## config.mk

```make
export PLATFORM = sky130hd
export DESIGN_NAME = dbg_break_unit
export DESIGN_NICKNAME = d
export VERILOG_FILES = /design/src/rtl/brk_pkg.sv /design/src/rtl/brk_cfg_regs.sv /design/src/rtl/brk_match.sv /design/src/rtl/brk_chan.sv /design/src/rtl/dbg_break_unit.sv
export SDC_FILE = /design/constraint.sdc
export NUM_CORES = 1
export LEC_CHECK = 0
export BUFFER_PORTS_ARGS = -buffer_cell sky130_fd_sc_hd__buf_4
export CAP_MARGIN = 30
export CORE_MARGIN = 4
export CORE_UTILIZATION = 45
export DETAILED_ROUTE_END_ITERATION = 6
export HOLD_SLACK_MARGIN = 0.08
export PLACE_DENSITY_LB_ADDON = 0.08
export SYNTH_ARGS = -nofsm -noshare
export SYNTH_HDL_FRONTEND = slang
export SYNTH_SLANG_ARGS = --single-unit
```

## constraint.sdc

```tcl
create_clock -name clk -period 3.4 [get_ports clk]
set_input_delay 0.51 -clock clk [delete_from_list [all_inputs] [get_ports clk]]
set_output_delay 0.51 -clock clk [all_outputs]
set_load 0.1 [all_outputs]
```

## src/rtl/brk_pkg.sv

```systemverilog
package brk_pkg;
  localparam int ADDR_W = 32;
  localparam int DATA_W = 32;
  localparam int IDX_W  = 3;

  localparam logic [IDX_W-1:0] REG_AVAL = 3'd0;
  localparam logic [IDX_W-1:0] REG_AMSK = 3'd1;
  localparam logic [IDX_W-1:0] REG_DVAL = 3'd2;
  localparam logic [IDX_W-1:0] REG_DMSK = 3'd3;
  localparam logic [IDX_W-1:0] REG_CTRL = 3'd4;
  localparam logic [IDX_W-1:0] REG_CLR  = 3'd5;

  typedef enum logic [1:0] {CYC_ANY = 2'd0, CYC_FETCH = 2'd1, CYC_DATA = 2'd2, CYC_NONE = 2'd3} cyc_e;
  typedef enum logic [1:0] {DIR_ANY = 2'd0, DIR_RD = 2'd1, DIR_WR = 2'd2, DIR_NONE = 2'd3} dir_e;
  typedef enum logic [1:0] {SZ_ANY = 2'd0, SZ_BYTE = 2'd1, SZ_WORD = 2'd2, SZ_LONG = 2'd3} size_e;

  // control word: bit0 en, bit1 internal side, bit2 dma master,
  // bits4:3 cycle, bits6:5 direction, bits8:7 size, bit9 after
  typedef struct packed {
    logic  after;
    size_e size;
    dir_e  dir;
    cyc_e  cyc;
    logic  ibus_dma;
    logic  side_int;
    logic  en;
  } ctrl_t;

  localparam int CTRL_W = $bits(ctrl_t);

  typedef struct packed {
    logic [ADDR_W-1:0] aval;
    logic [ADDR_W-1:0] amsk;
    logic [DATA_W-1:0] dval;
    logic [DATA_W-1:0] dmsk;
    ctrl_t             ctrl;
  } cfg_t;

  typedef struct packed {
    logic              vld;
    logic [ADDR_W-1:0] addr;
    logic [DATA_W-1:0] data;
    logic              wr;
    size_e             size;
  } acc_t;
endpackage

```

## src/rtl/brk_cfg_regs.sv

```systemverilog
module brk_cfg_regs
  import brk_pkg::*;
#(
  parameter int NCH = 2,
  localparam int CHW = (NCH > 1) ? $clog2(NCH) : 1,
  localparam int RAW = CHW + IDX_W
) (
  input  logic                 clk,
  input  logic                 rst_n,
  input  logic                 we,
  input  logic [RAW-1:0]       waddr,
  input  logic [ADDR_W-1:0]    wdata,
  output cfg_t [NCH-1:0]       cfg_o,
  output logic [NCH-1:0]       clr_o
);
  logic [CHW-1:0]   sel_ch;
  logic [IDX_W-1:0] sel_idx;

  assign sel_ch  = waddr[IDX_W +: CHW];
  assign sel_idx = waddr[IDX_W-1:0];

  for (genvar c = 0; c < NCH; c++) begin : g_ch
    logic hit_ch;
    cfg_t r;
    assign hit_ch = we && (sel_ch == CHW'(c));

    always_ff @(posedge clk or negedge rst_n) begin
      if (!rst_n) begin
        r <= '0;
      end else if (hit_ch) begin
        case (sel_idx)
          REG_AVAL: r.aval <= wdata;
          REG_AMSK: r.amsk <= wdata;
          REG_DVAL: r.dval <= DATA_W'(wdata);
          REG_DMSK: r.dmsk <= DATA_W'(wdata);
          REG_CTRL: r.ctrl <= ctrl_t'(wdata[CTRL_W-1:0]);
          default:  ;
        endcase
      end
    end

    assign cfg_o[c] = r;
    assign clr_o[c] = hit_ch && (sel_idx == REG_CLR) && wdata[0];
  end
endmodule

```

## src/rtl/brk_match.sv

```systemverilog
module brk_match
  import brk_pkg::*;
(
  input  cfg_t cfg,
  input  acc_t acc,
  input  logic is_fetch,
  output logic hit
);
  logic a_ok, d_ok, dir_ok, sz_ok;

  always_comb begin
    a_ok = (((acc.addr ^ cfg.aval) & ~cfg.amsk) == '0);
    d_ok = is_fetch || (((acc.data ^ cfg.dval) & ~cfg.dmsk) == '0);

    case (cfg.ctrl.dir)
      DIR_ANY: dir_ok = 1'b1;
      DIR_RD:  dir_ok = !acc.wr;
      DIR_WR:  dir_ok = acc.wr;
      default: dir_ok = 1'b0;
    endcase
    if (is_fetch) dir_ok = 1'b1;

    sz_ok = is_fetch || (cfg.ctrl.size == SZ_ANY) || (cfg.ctrl.size == acc.size);

    hit = acc.vld && a_ok && d_ok && dir_ok && sz_ok;
  end
endmodule

```

## src/rtl/brk_chan.sv

```systemverilog
module brk_chan
  import brk_pkg::*;
(
  input  logic clk,
  input  logic rst_n,
  input  cfg_t cfg,
  input  acc_t fb,
  input  acc_t mb,
  input  acc_t ic,
  input  acc_t id,
  input  logic clr,
  output logic hit,
  output logic req,
  output logic after,
  output logic flag
);
  acc_t ib;
  logic f_raw, m_raw, i_raw;
  logic cyc_f_ok, cyc_d_ok;
  logic f_hit, m_hit, i_hit;

  assign ib = cfg.ctrl.ibus_dma ? id : ic;

  brk_match u_mf (.cfg(cfg), .acc(fb), .is_fetch(1'b1), .hit(f_raw));
  brk_match u_mm (.cfg(cfg), .acc(mb), .is_fetch(1'b0), .hit(m_raw));
  brk_match u_mi (.cfg(cfg), .acc(ib), .is_fetch(1'b0), .hit(i_raw));

  assign cyc_f_ok = (cfg.ctrl.cyc == CYC_ANY) || (cfg.ctrl.cyc == CYC_FETCH);
  assign cyc_d_ok = (cfg.ctrl.cyc == CYC_ANY) || (cfg.ctrl.cyc == CYC_DATA);

  assign f_hit = cfg.ctrl.en && !cfg.ctrl.side_int && cyc_f_ok && f_raw;
  assign m_hit = cfg.ctrl.en && !cfg.ctrl.side_int && cyc_d_ok && m_raw;
  assign i_hit = cfg.ctrl.en &&  cfg.ctrl.side_int && cyc_d_ok && i_raw;
  assign hit   = f_hit || m_hit || i_hit;

  always_ff @(posedge clk or negedge rst_n) begin
    if (!rst_n) begin
      req   <= 1'b0;
      after <= 1'b0;
      flag  <= 1'b0;
    end else begin
      req   <= hit;
      after <= f_hit && cfg.ctrl.after;
      flag  <= (flag && !clr) || hit;
    end
  end
endmodule

```

## src/rtl/dbg_break_unit.sv

```systemverilog
module dbg_break_unit
  import brk_pkg::*;
#(
  parameter int NCH = 2,
  localparam int CHW = (NCH > 1) ? $clog2(NCH) : 1,
  localparam int RAW = CHW + IDX_W
) (
  input  logic              clk,
  input  logic              rst_n,
  input  logic              cfg_we,
  input  logic [RAW-1:0]    cfg_addr,
  input  logic [31:0]       cfg_wdata,
  input  logic              fb_vld,
  input  logic [31:0]       fb_addr,
  input  logic              mb_vld,
  input  logic [31:0]       mb_addr,
  input  logic [31:0]       mb_data,
  input  logic              mb_wr,
  input  logic [1:0]        mb_size,
  input  logic              ic_vld,
  input  logic [31:0]       ic_addr,
  input  logic [31:0]       ic_data,
  input  logic              ic_wr,
  input  logic [1:0]        ic_size,
  input  logic              id_vld,
  input  logic [31:0]       id_addr,
  input  logic [31:0]       id_data,
  input  logic              id_wr,
  input  logic [1:0]        id_size,
  output logic [NCH-1:0]    brk_req,
  output logic [NCH-1:0]    brk_after,
  output logic              brk_trig,
  output logic [NCH-1:0]    brk_flag
);
  cfg_t [NCH-1:0] cfg;
  logic [NCH-1:0] clr;
  logic [NCH-1:0] hit;
  logic [NCH-1:0] ch_en;
  acc_t fb, mb, ic, id;

  assign fb = '{vld: fb_vld, addr: fb_addr, data: '0, wr: 1'b0, size: SZ_ANY};
  assign mb = '{vld: mb_vld, addr: mb_addr, data: mb_data, wr: mb_wr, size: size_e'(mb_size)};
  assign ic = '{vld: ic_vld, addr: ic_addr, data: ic_data, wr: ic_wr, size: size_e'(ic_size)};
  assign id = '{vld: id_vld, addr: id_addr, data: id_data, wr: id_wr, size: size_e'(id_size)};

  brk_cfg_regs #(.NCH(NCH)) u_regs (
    .clk(clk), .rst_n(rst_n), .we(cfg_we), .waddr(cfg_addr),
    .wdata(cfg_wdata), .cfg_o(cfg), .clr_o(clr)
  );

  for (genvar c = 0; c < NCH; c++) begin : g_chan
    assign ch_en[c] = cfg[c].ctrl.en;
    brk_chan u_chan (
      .clk(clk), .rst_n(rst_n), .cfg(cfg[c]),
      .fb(fb), .mb(mb), .ic(ic), .id(id), .clr(clr[c]),
      .hit(hit[c]), .req(brk_req[c]), .after(brk_after[c]), .flag(brk_flag[c])
    );
  end

  always_ff @(posedge clk or negedge rst_n) begin
    if (!rst_n) brk_trig <= 1'b0;
    else        brk_trig <= |hit;
  end
endmodule

```

==> metrics.yaml, run 1 <==
switchingPower_uw: 5174
rows: 69
r2r_cells: 9
cts_sinks: 283
first_pass_iters: 5
design_area_um2: 20330
relSlewSlack: 0.4249
period_needed_ns: 3.375
combPwrFrac: 0.327
vdd_drop_max_mv: 0.5124
crit-reg2reg-launch: "u_regs.cfg_o[2]"
crit_chain: "buf_12 > buf_4 > mux2i_1 > mux2i_1 > o211ai_1 > nor4_2 > nand3_1 > or3_1 > nand2_1"
port_buffers: 282
critPathBufInv: 2
grt_overflow: 0
coreArea_um2: 35830
syn_area_um2: 16430
required_ns: 3.85
p_sw_frac: 0.3767
avgViaCountPerCell: 6.181
reg2reg_to: "g_chan[0].u_chan.req"
hold_violations: 0
areaGrowthSynthToFinish_pct: 23.70
grt_pass1_vias: 13530
layout.cells.most_common_list: "buf_4 (310), dfrtp_1 (281), mux2_2 (275)"
holdPathEnd: "u_regs.cfg_o[228]"
yosys.area.top_type: "dfrtp_1"
pwr_density_cell_nw_per_um2: 675.5
min_period_over_period: 0.9927
whs_ns: 0.2789
cts_buffers: 34
path_common_cell: "mux2i_1"
hp-start: "cfg_wdata[16]"
ioPinCount: 283
syn_nets: 1642
die_y_um: 199.1
num-fill-cells: 3190
seq_area_frac_synth: 0.4309
setup.worst_path.start_class: "flop"
critPathKind: "flop to flop"
fin_util: 0.5674
cp_max_fo: 26
drtAntennaViolNets: 0
track_usage: 0.3703
clock_skew_ns: 0.01478
yosysWarnings: 0
avgSynthCellArea_um2: 12.03
leakagePower_uw: 0.008852
via_count: 13260
worst_hold_path_type: "primary input to flop"
clk_pin_slew_ns: 0.07
ys_top_cells_by_area: "dfrtp_1 (43%), mux2_2 (19%), xnor2_1 (10%)"
drcViolationCount: 0
hpwl_um: 58760
ys_types: 40
drt-wirelength-per-cell_um: 34.78
place_area_um2: 19150
start_util: 0.4587
drive_above_1_share: 0.3890
max_freq_ghz: 0.2963
ys_ff_latch: 283
antenna_found_initial: 3
die-area_um2: 39640
crit_path_top_delay_cell: "dfrtp_4"
intPower_uw: 8560
dr.first_iter.drc_count: 1439
syn_inst: 1366
grt_max_degree: 97
clock_path_buffers: 3
status: "finished clean"
setup_violations: 0
slowest_delay_ns: 0.71
path_delay_family: "simple AND/OR/NAND/NOR gates"
fin_setup_tns_ns: 0
final_net_count: 1934
reg2reg_slack_ns: 0.02
wl_um: 74600
rsz0062_at_grt: "false"
ctsRootBufferMaster: "clkbuf_16"
clk-insertion-delay-late_ns: 0.53
antenna_cells: 0
final-max-slew-violation-count: 0
htreeDepth: 2
max_cap_viol_count: 0
place_congestion: 1.053
final_common_cell: "buf_4"
p_clk_frac: 0.279
synth_top_area_share: 0.4309
worstMarginPinSlew_ns: 0.8627
arrival_ns: 3.82
grt_pass1_wl_um: 102800
hold_depth: 2
power_frac_seq: 0.394
cts_tree: "done"
endpoint_kind: "flop"
die_width_um: 199.1
-- synth_stat cells --
cell type  number
dfrtp_1       283
mux2_2        275
xnor2_1       192
o22ai_1       151
mux2i_1       141
xor2_1        128
nor4_1         29
buf_1          22
nor2_1         18
clkbuf_1       16
nand2_1        16
o21ai_0        12
buf_4          10
nand3_1         8
nor3_1          8
buf_2           6
buf_6           5
nand4_1         5
nor4bb_1        5
or4_1           5
nand2b_1        4
inv_1           3
o211ai_1        3
o221ai_1        3
and2_1          2
nor2b_1         2
a2111oi_0       1
a211oi_1        1
a21oi_1         1
a31oi_1         1
clkbuf_2        1
nand3b_1        1
nand4_2         1
nor4_2          1
nor4b_1         1
o2111ai_1       1
o31a_1          1
or2_2           1
or3_1           1
or4_4           1
-- sequential cells by signal, summed over array words and instances, names as in the netlist --
name and flops:
g_chan.u_chan.flag 2, g_chan.u_chan.after 2, u_regs.cfg_o 276, g_chan.u_chan.req 2, brk_trig 1
-- worst reg2reg max path: stages (launching register included) --
cell	delay, ns
dfrtp_4	0.71
buf_12	0.31
buf_4	0.24
mux2i_1	0.36
mux2i_1	0.28
o211ai_1	0.27
nor4_2	0.38
nand3_1	0.15
or3_1	0.49
nand2_1	0.12
-- layer usage --
layer,track usage,vias up,share of wire
li1,-,5586,-
met1,0.5300,6788,0.42
met2,0.5686,740,0.45
met3,0.05497,142,0.081
met4,0.1474,2,0.048
met5,0,-,0.00027
-- layout make-up --
| class | count | area [um^2] | area share |
|---|---|---|---|
| clock buffers | 52 | 1062 | 0.05225 |
| clock inverters | 10 | 102.6 | 0.005047 |
| inverters | 3 | 11.26 | 0.0005539 |
| multi-input cells | 1020 | 9055 | 0.4454 |
| flip-flops and latches | 283 | 7089 | 0.3487 |
| well taps | 461 | 576.8 | 0.02837 |
| repair buffers | 316 | 2432 | 0.1196 |
-- repair_timing --
action	4_1_cts	5_1_grt
gates resized for setup	1	0
hold endpoints to repair	24	0
hold buffers	1	0
endpoints found under the setup margin	3	0
buffers inserted	0	0
-- cells by family after synthesis --
| group | after synthesis | synth area share |
|---|---|---|
| muxes | 416 | 0.2743 |
| xor gates and xnor gates | 320 | 0.1705 |
| DFF | 283 | 0.4309 |
| AOI/OAI and AO/OA | 175 | 0.06685 |
| and+or+nand+nor | 109 | 0.03791 |
| buffers and inverters | 63 | 0.01949 |
-- power groups by stage --
stage          combinational [uW]  sequential, uW  clock [uW]
2_1_floorplan                2710            4830           0
3_3_place_gp                 4340            5390           0
3_5_place_dp                 4370            5410           0
4_1_cts                      4400            5360        3850
5_1_grt                      4650            5460        3980
6_report                     4490            5410        3830
-- how the worst max path moves through the flow --
| stage | startpoint | cells past startpoint | endpoint | slack [ns] |
|---|---|---|---|---|
| after floorplan | u_regs.cfg_o[140] | 10 | brk_trig | 1.18 |
| after global placement | u_regs.cfg_o[2] | 9 | g_chan[0].u_chan.flag | -0.13 |
| after detailed placement | u_regs.cfg_o[2] | 9 | g_chan[0].u_chan.flag | -0.03 |
| after CTS | u_regs.cfg_o[2] | 9 | g_chan[0].u_chan.flag | 0.16 |
| after global routing | u_regs.cfg_o[2] | 9 | brk_trig | 0.1 |
| final | u_regs.cfg_o[2] | 9 | g_chan[0].u_chan.req | 0.02 |
-- through the flow --
stage                     cells  setup slack, ns  power (uW)
final                      2145          0.02497       13730
after global routing       2145          0.09912       14100
after CTS                  2145           0.1589       13610
after detailed placement   2082         -0.02543        9781
after global placement     2082          -0.1331        9737
after floorplan            1366            1.182        7544
Note: power is estimated with default switching activity, not from simulation.
==> run 2, diff against run 1 <==
Settings changed: MAX_ROUTING_LAYER from default to met4, SYNTH_HIERARCHICAL from default to 1.
==> run 2 against run 1 <==
Critical path depth is 5 higher. Clock power hardly changed. Via count is 0.66% higher. Sequential share of layout area is 3.1 points lower. Register-to-register slack better by 0.20 ns. Area after synthesis is 9.3% higher. Combinational power is 2% higher. Utilization is 0.28 points higher. Sequential cell count stayed put. Design area is 9.7% higher. Non-clock buffer count is 3 higher. Critical endpoint is now brk_trig. Largest power group unchanged.
==> metrics.yaml, run 2 <==
status: "finished clean"
cts_buffers: 34
clock_path_buffers: 3
ys_top_cells_by_area: "dfrtp_1 (39%), mux2_2 (21%), xnor2_1 (19%)"
clk_pin_slew_ns: 0.06
ys_types: 35
grt_max_degree: 71
start_util: 0.4596
hold_violations: 0
yosys.area.top_type: "dfrtp_1"
gr-max-usage-layer: "met2"
antenna_cells: 0
drcViolationCount: 0
clock_skew_ns: 0.01679
leakagePower_uw: 0.009272
place_area_um2: 20980
met3_usage: 0.03793
design_area_um2: 22300
place_congestion: 0.9450
synthTopCellsByCount: "xnor2_1 (384), mux2_2 (342), dfrtp_1 (283)"
syn_inst: 1498
cts_sinks: 283
max_cap_viol_count: 0
max_freq_ghz: 0.3148
arrival_ns: 3.64
grt_overflow: 0
min_period_over_period: 0.9342
drt-wirelength-per-cell_um: 23.28
grt_use_met2: 0.4111
path_common_cell: "buf_4"
final_net_count: 2152
slowest_delay_ns: 0.52
htreeDepth: 2
required_ns: 3.86
port_buffers: 282
antenna_found_initial: 0
r2r_cells: 14
die_y_um: 207.8
ys_ff_latch: 283
met1_usage: 0.3587
fin_cells: 2420
cp_max_fo: 6
placed_cells: 2348
setup_violations: 0
wl_um: 56340
hpwl_um: 42590
first_pass_iters: 5
avgSynthCellArea_um2: 11.99
dr.first_iter.drc_count: 729
drtAntennaViolNets: 0
largest_register_ffs: 276
synth-edff-count: 0
crit_chain: "clkbuf_4 > buf_4 > mux2_2 > xnor2_1 > o22ai_1 > nor4_1 > buf_4 > o2111ai_1 > buf_4 > nor4_4 > o2111a_1 > mux2i_1 > o21ai_1 > or2_1"
die-area_um2: 43190
rsz0062_at_grt: "false"
clk-insertion-delay-late_ns: 0.52
hold_depth: 2
final-max-slew-violation-count: 0
coreArea_um2: 39100
die_width_um: 207.8
vdd_drop_max_mv: 0.4193
ioPinCount: 283
cts_tree: "done"
period_needed_ns: 3.176
ctsRootBufferMaster: "clkbuf_16"
yosysWarnings: 6
pwr_density_cell_nw_per_um2: 610.4
syn_area_um2: 17970
rows: 72
path_delay_family: "buffers and inverters"
setup.worst_path.start_class: "flop"
async_flop_share: 1.000
avgViaCountPerCell: 5.515
layout.cells.most_common_list: "xnor2_1 (384), mux2_2 (342), buf_4 (306)"
endpoint_kind: "flop"
critPathBufInv: 4
worst_hold_path_type: "primary input to flop"
relSlewSlack: 0.4775
grt_pass1_vias: 14060
final_common_cell: "xnor2_1"
path_depth: 14
synth_top_area_share: 0.3941
grt_pass1_wl_um: 85370
track_usage: 0.2621
seq_area_frac_synth: 0.3941
worstMarginPinSlew_ns: 0.7816
synth_most_common_cell: "xnor2_1"
critPathKind: "flop to flop"
areaGrowthSynthToFinish_pct: 24.08
crit_path_top_delay_cell: "dfrtp_4"
via_count: 13350
yosys_most_used_dff: "dfrtp_1"
drive_above_1_share: 0.4211
reg2reg_slack_ns: 0.22
-- run 2: worst paths after layout --
kind	from	to
hold / removal	cfg_wdata[15]	u_regs/cfg_o[259]
max in group asynchronous	rst_n	u_regs/cfg_o[268]
setup reg to reg	u_regs/cfg_o[140]	brk_trig
hold reg to reg	u_regs/cfg_o[147]	g_chan[1].u_chan/after
setup / recovery	u_regs/cfg_o[140]	brk_trig
min in group asynchronous	rst_n	u_regs/cfg_o[263]
-- run 2: logic make-up (layout without fill, tap and decap cells) --
logic type | after synthesis | count (layout) | share of synthesized area
compound gates | 238 | 238 | 0.08634
xor+xnor | 384 | 384 | 0.1872
mux | 420 | 420 | 0.2773
flops | 283 | 283 | 0.3941
other cells | 5 | 80 | 0.001045
buf+inv | 68 | 397 | 0.02173
simple gates | 100 | 100 | 0.03231
-- run 2: power breakdown --
part           internal [uW]  switching (uW)  leakage, uW
clock                   2360            1460     0.000580
sequential              4150            1070      0.00348
combinational           2710            1860      0.00522
total                   9220            4390      0.00927
-- run 2: final cells by class --
cell class | instances | area [um^2]
clock buffers | 50 | 1045
clock inverters | 12 | 142.6
flip-flops and latches | 283 | 7089
multi-input cells | 1222 | 10810
inverters | 16 | 60.06
well taps | 518 | 648.1
fillers | 3348 | 16800
repair buffers | 319 | 2499
-- run 2: layer usage --
metal,vias up,wire (um),share of wire
met2,398,26160,0.46
met4,0,1467,0.026
met5,-,0,0
li1,6172,-,-
met1,6686,25840,0.46
met3,90,2876,0.051
-- run 2: metrics by stage --
stage / total power (uW) / setup slack [ns] / hold slack (ns) / TNS [ns] / util
after floorplan: 8363 / 0.8833 / 0.2144 / 0 / -
after global placement: 9611 / -0.003616 / 0.4824 / -0.003616 / 0.5365
after detailed placement: 9719 / -0.1623 / 0.4836 / -0.2212 / 0.5365
after CTS: 13610 / 0.04842 / 0.2965 / 0 / 0.5676
after global routing: 14340 / 0.04022 / 0.3163 / 0 / 0.5702
final: 13610 / 0.2238 / 0.3201 / 0 / 0.5702
-- run 2: repair_timing --
item                                    CTS  global route
endpoints found under the setup margin    2             3
hold buffers                              1             0
endpoints found under the hold margin    64             0
setup buffers                             1             8
resized for setup                         1             7
==> run 3, diff against run 2 <==
Settings changed: CORE_ASPECT_RATIO from default to 0.5.
==> run 3 against run 2 <==
Critical path depth down 2. First-iteration DRC count up 6.2%. Via count down 0.35%. Non-clock buffer count down 5. Fmax down 2.6%. Routed wire length up 0.62%. Final cell count down 0.21%. Largest cell class unchanged. Count of clock-buffer cells in the layout down 14. Total power down 2.4%.
==> metrics.yaml, run 3 (synthesis results as in run 2) <==
place_area_um2: 21010
setup.worst_path.start_class: "flop"
areaGrowthSynthToFinish_pct: 23.02
htreeDepth: 1
hold_depth: 2
cp_max_fo: 22
drcViolationCount: 0
fin_ws_ns: 0.1401
reg2reg_slack_ns: 0.14
grt_overflow: 0
first_pass_iters: 5
drive_above_1_share: 0.4175
cts_buffers: 28
total_power_uw: 13290
relSlewSlack: 0.4809
antenna_found_initial: 6
intPower_uw: 8811
ioPinCount: 283
endpoint_kind: "flop"
drtAntennaViolNets: 0
setup_violations: 0
hp-start: "cfg_wdata[28]"
r2r_cells: 12
cts_sinks: 283
vdd_drop_max_mv: 0.3693
arrival_ns: 3.76
die_width_um: 290.6
antenna_cells: 0
critPathKind: "flop to flop"
period_needed_ns: 3.260
status: "finished clean"
port_buffers: 282
clk_pin_slew_ns: 0.07
crit-reg2reg-launch: "u_regs/cfg_o[140]"
die_y_um: 149.3
track_usage: 0.2610
pwr_density_cell_nw_per_um2: 601.1
holdPathEnd: "u_regs/cfg_o[208]"
via_count: 13300
dp_worst_setup_slack_ns: -0.1057
combPwrFrac: 0.352
start_util: 0.4586
placed_cells: 2360
reg2reg_to: "brk_trig"
clock_path_buffers: 3
drt-wirelength-per-cell_um: 23.47
crit_path_top_delay_cell: "dfrtp_4"
crit_start: "u_regs/cfg_o[140]"
clk-insertion-delay-late_ns: 0.57
power_frac_seq: 0.392
leakagePower_uw: 0.009162
worst_hold_path_type: "primary input to flop"
place_congestion: 0.9169
rsz0062_at_grt: "false"
avgViaCountPerCell: 5.507
crit_chain: "buf_12 > mux2_4 > xnor2_1 > o22ai_1 > nor2_1 > nand3_1 > nor4_1 > buf_4 > o2111a_1 > mux2i_1 > o21ai_0 > or2_1"
max_freq_ghz: 0.3068
die-area_um2: 43380
clock_skew_ns: 0.02105
num-fill-cells: 3339
grt_pass1_vias: 14010
slowest_delay_ns: 0.61
grt_pass1_wl_um: 84120
worstMarginPinSlew_ns: 0.7787
p_sw_frac: 0.3369
switchingPower_uw: 4477
hpwl_um: 42320
wl_um: 56680
final_common_cell: "xnor2_1"
rows: 51
fin_cells: 2415
coreArea_um2: 39180
min_period_over_period: 0.9588
required_ns: 3.90
whs_ns: 0.2721
largest_register_ffs: 276
layout.cells.most_common_list: "xnor2_1 (384), mux2_2 (342), buf_4 (303)"
p_clk_frac: 0.256
dr.first_iter.drc_count: 774
final-max-slew-violation-count: 0
max_cap_viol_count: 0
grt_max_degree: 96
design_area_um2: 22110
ctsRootBufferMaster: "clkbuf_16"
cts_tree: "done"
hold_violations: 0
final_net_count: 2141
[run 3: repair_timing]
item / in CTS / in global routing
endpoints found under the setup margin: 2 / 4
hold buffers: 1 / 0
resized for setup: 1 / 4
buffers inserted: 0 / 4
pin swaps: 0 / 1
hold endpoints to repair: 90 / 0
[run 3: critical path: cells and delay by family (launching register included)]
kind                      cells  cell delay, ns
and+or+nand+nor               4            1.02
xor gates and xnor gates      1            0.16
buffers and inverters         2            0.44
DFF                           1            0.61
muxes                         2            0.42
AOI/OAI and AO/OA             3            0.51
[run 3: worst max path at each step]
stage / cells after the start / end
2_1_floorplan: 11 / brk_trig
3_3_place_gp: 11 / brk_trig
3_5_place_dp: 10 / brk_trig
4_1_cts: 11 / brk_trig
5_1_grt: 12 / brk_trig
6_report: 12 / brk_trig
[run 3: area by class of cell]
class / instances / area (um^2) / share of cell area
timing repair buffer: 314 / 2476 / 0.1120
multi-input combinational: 1222 / 10830 / 0.4899
sequential: 283 / 7089 / 0.3207
clock inverter: 14 / 195.2 / 0.008830
tap: 530 / 663.1 / 0.03000
inverter: 16 / 60.06 / 0.002717
clock buffer: 36 / 792.0 / 0.03583
[run 3: per-layer routing]
layer	vias up	GRT usage	routed length, um
met3	86	0.03675	2982
met2	359	0.4213	26500
li1	6130	-	-
met5	-	-	0
met4	0	0.06033	1329
met1	6724	0.3527	25870
[run 3: power by group through the flow]
stage,registers (uW),logic (uW),clock network (uW)
4_1_cts,5240,4540,3480
2_1_floorplan,4990,3380,0
3_3_place_gp,5250,4440,0
5_1_grt,5340,5010,3630
3_5_place_dp,5300,4510,0
6_report,5210,4670,3410
[run 3: through the flow]
step,setup TNS (ns),utilization
final,0,0.5642
after global placement,0,0.5361
after detailed placement,-0.1096,0.5361
after global routing,0,0.5642
after floorplan,0,-
after CTS,0,0.5617
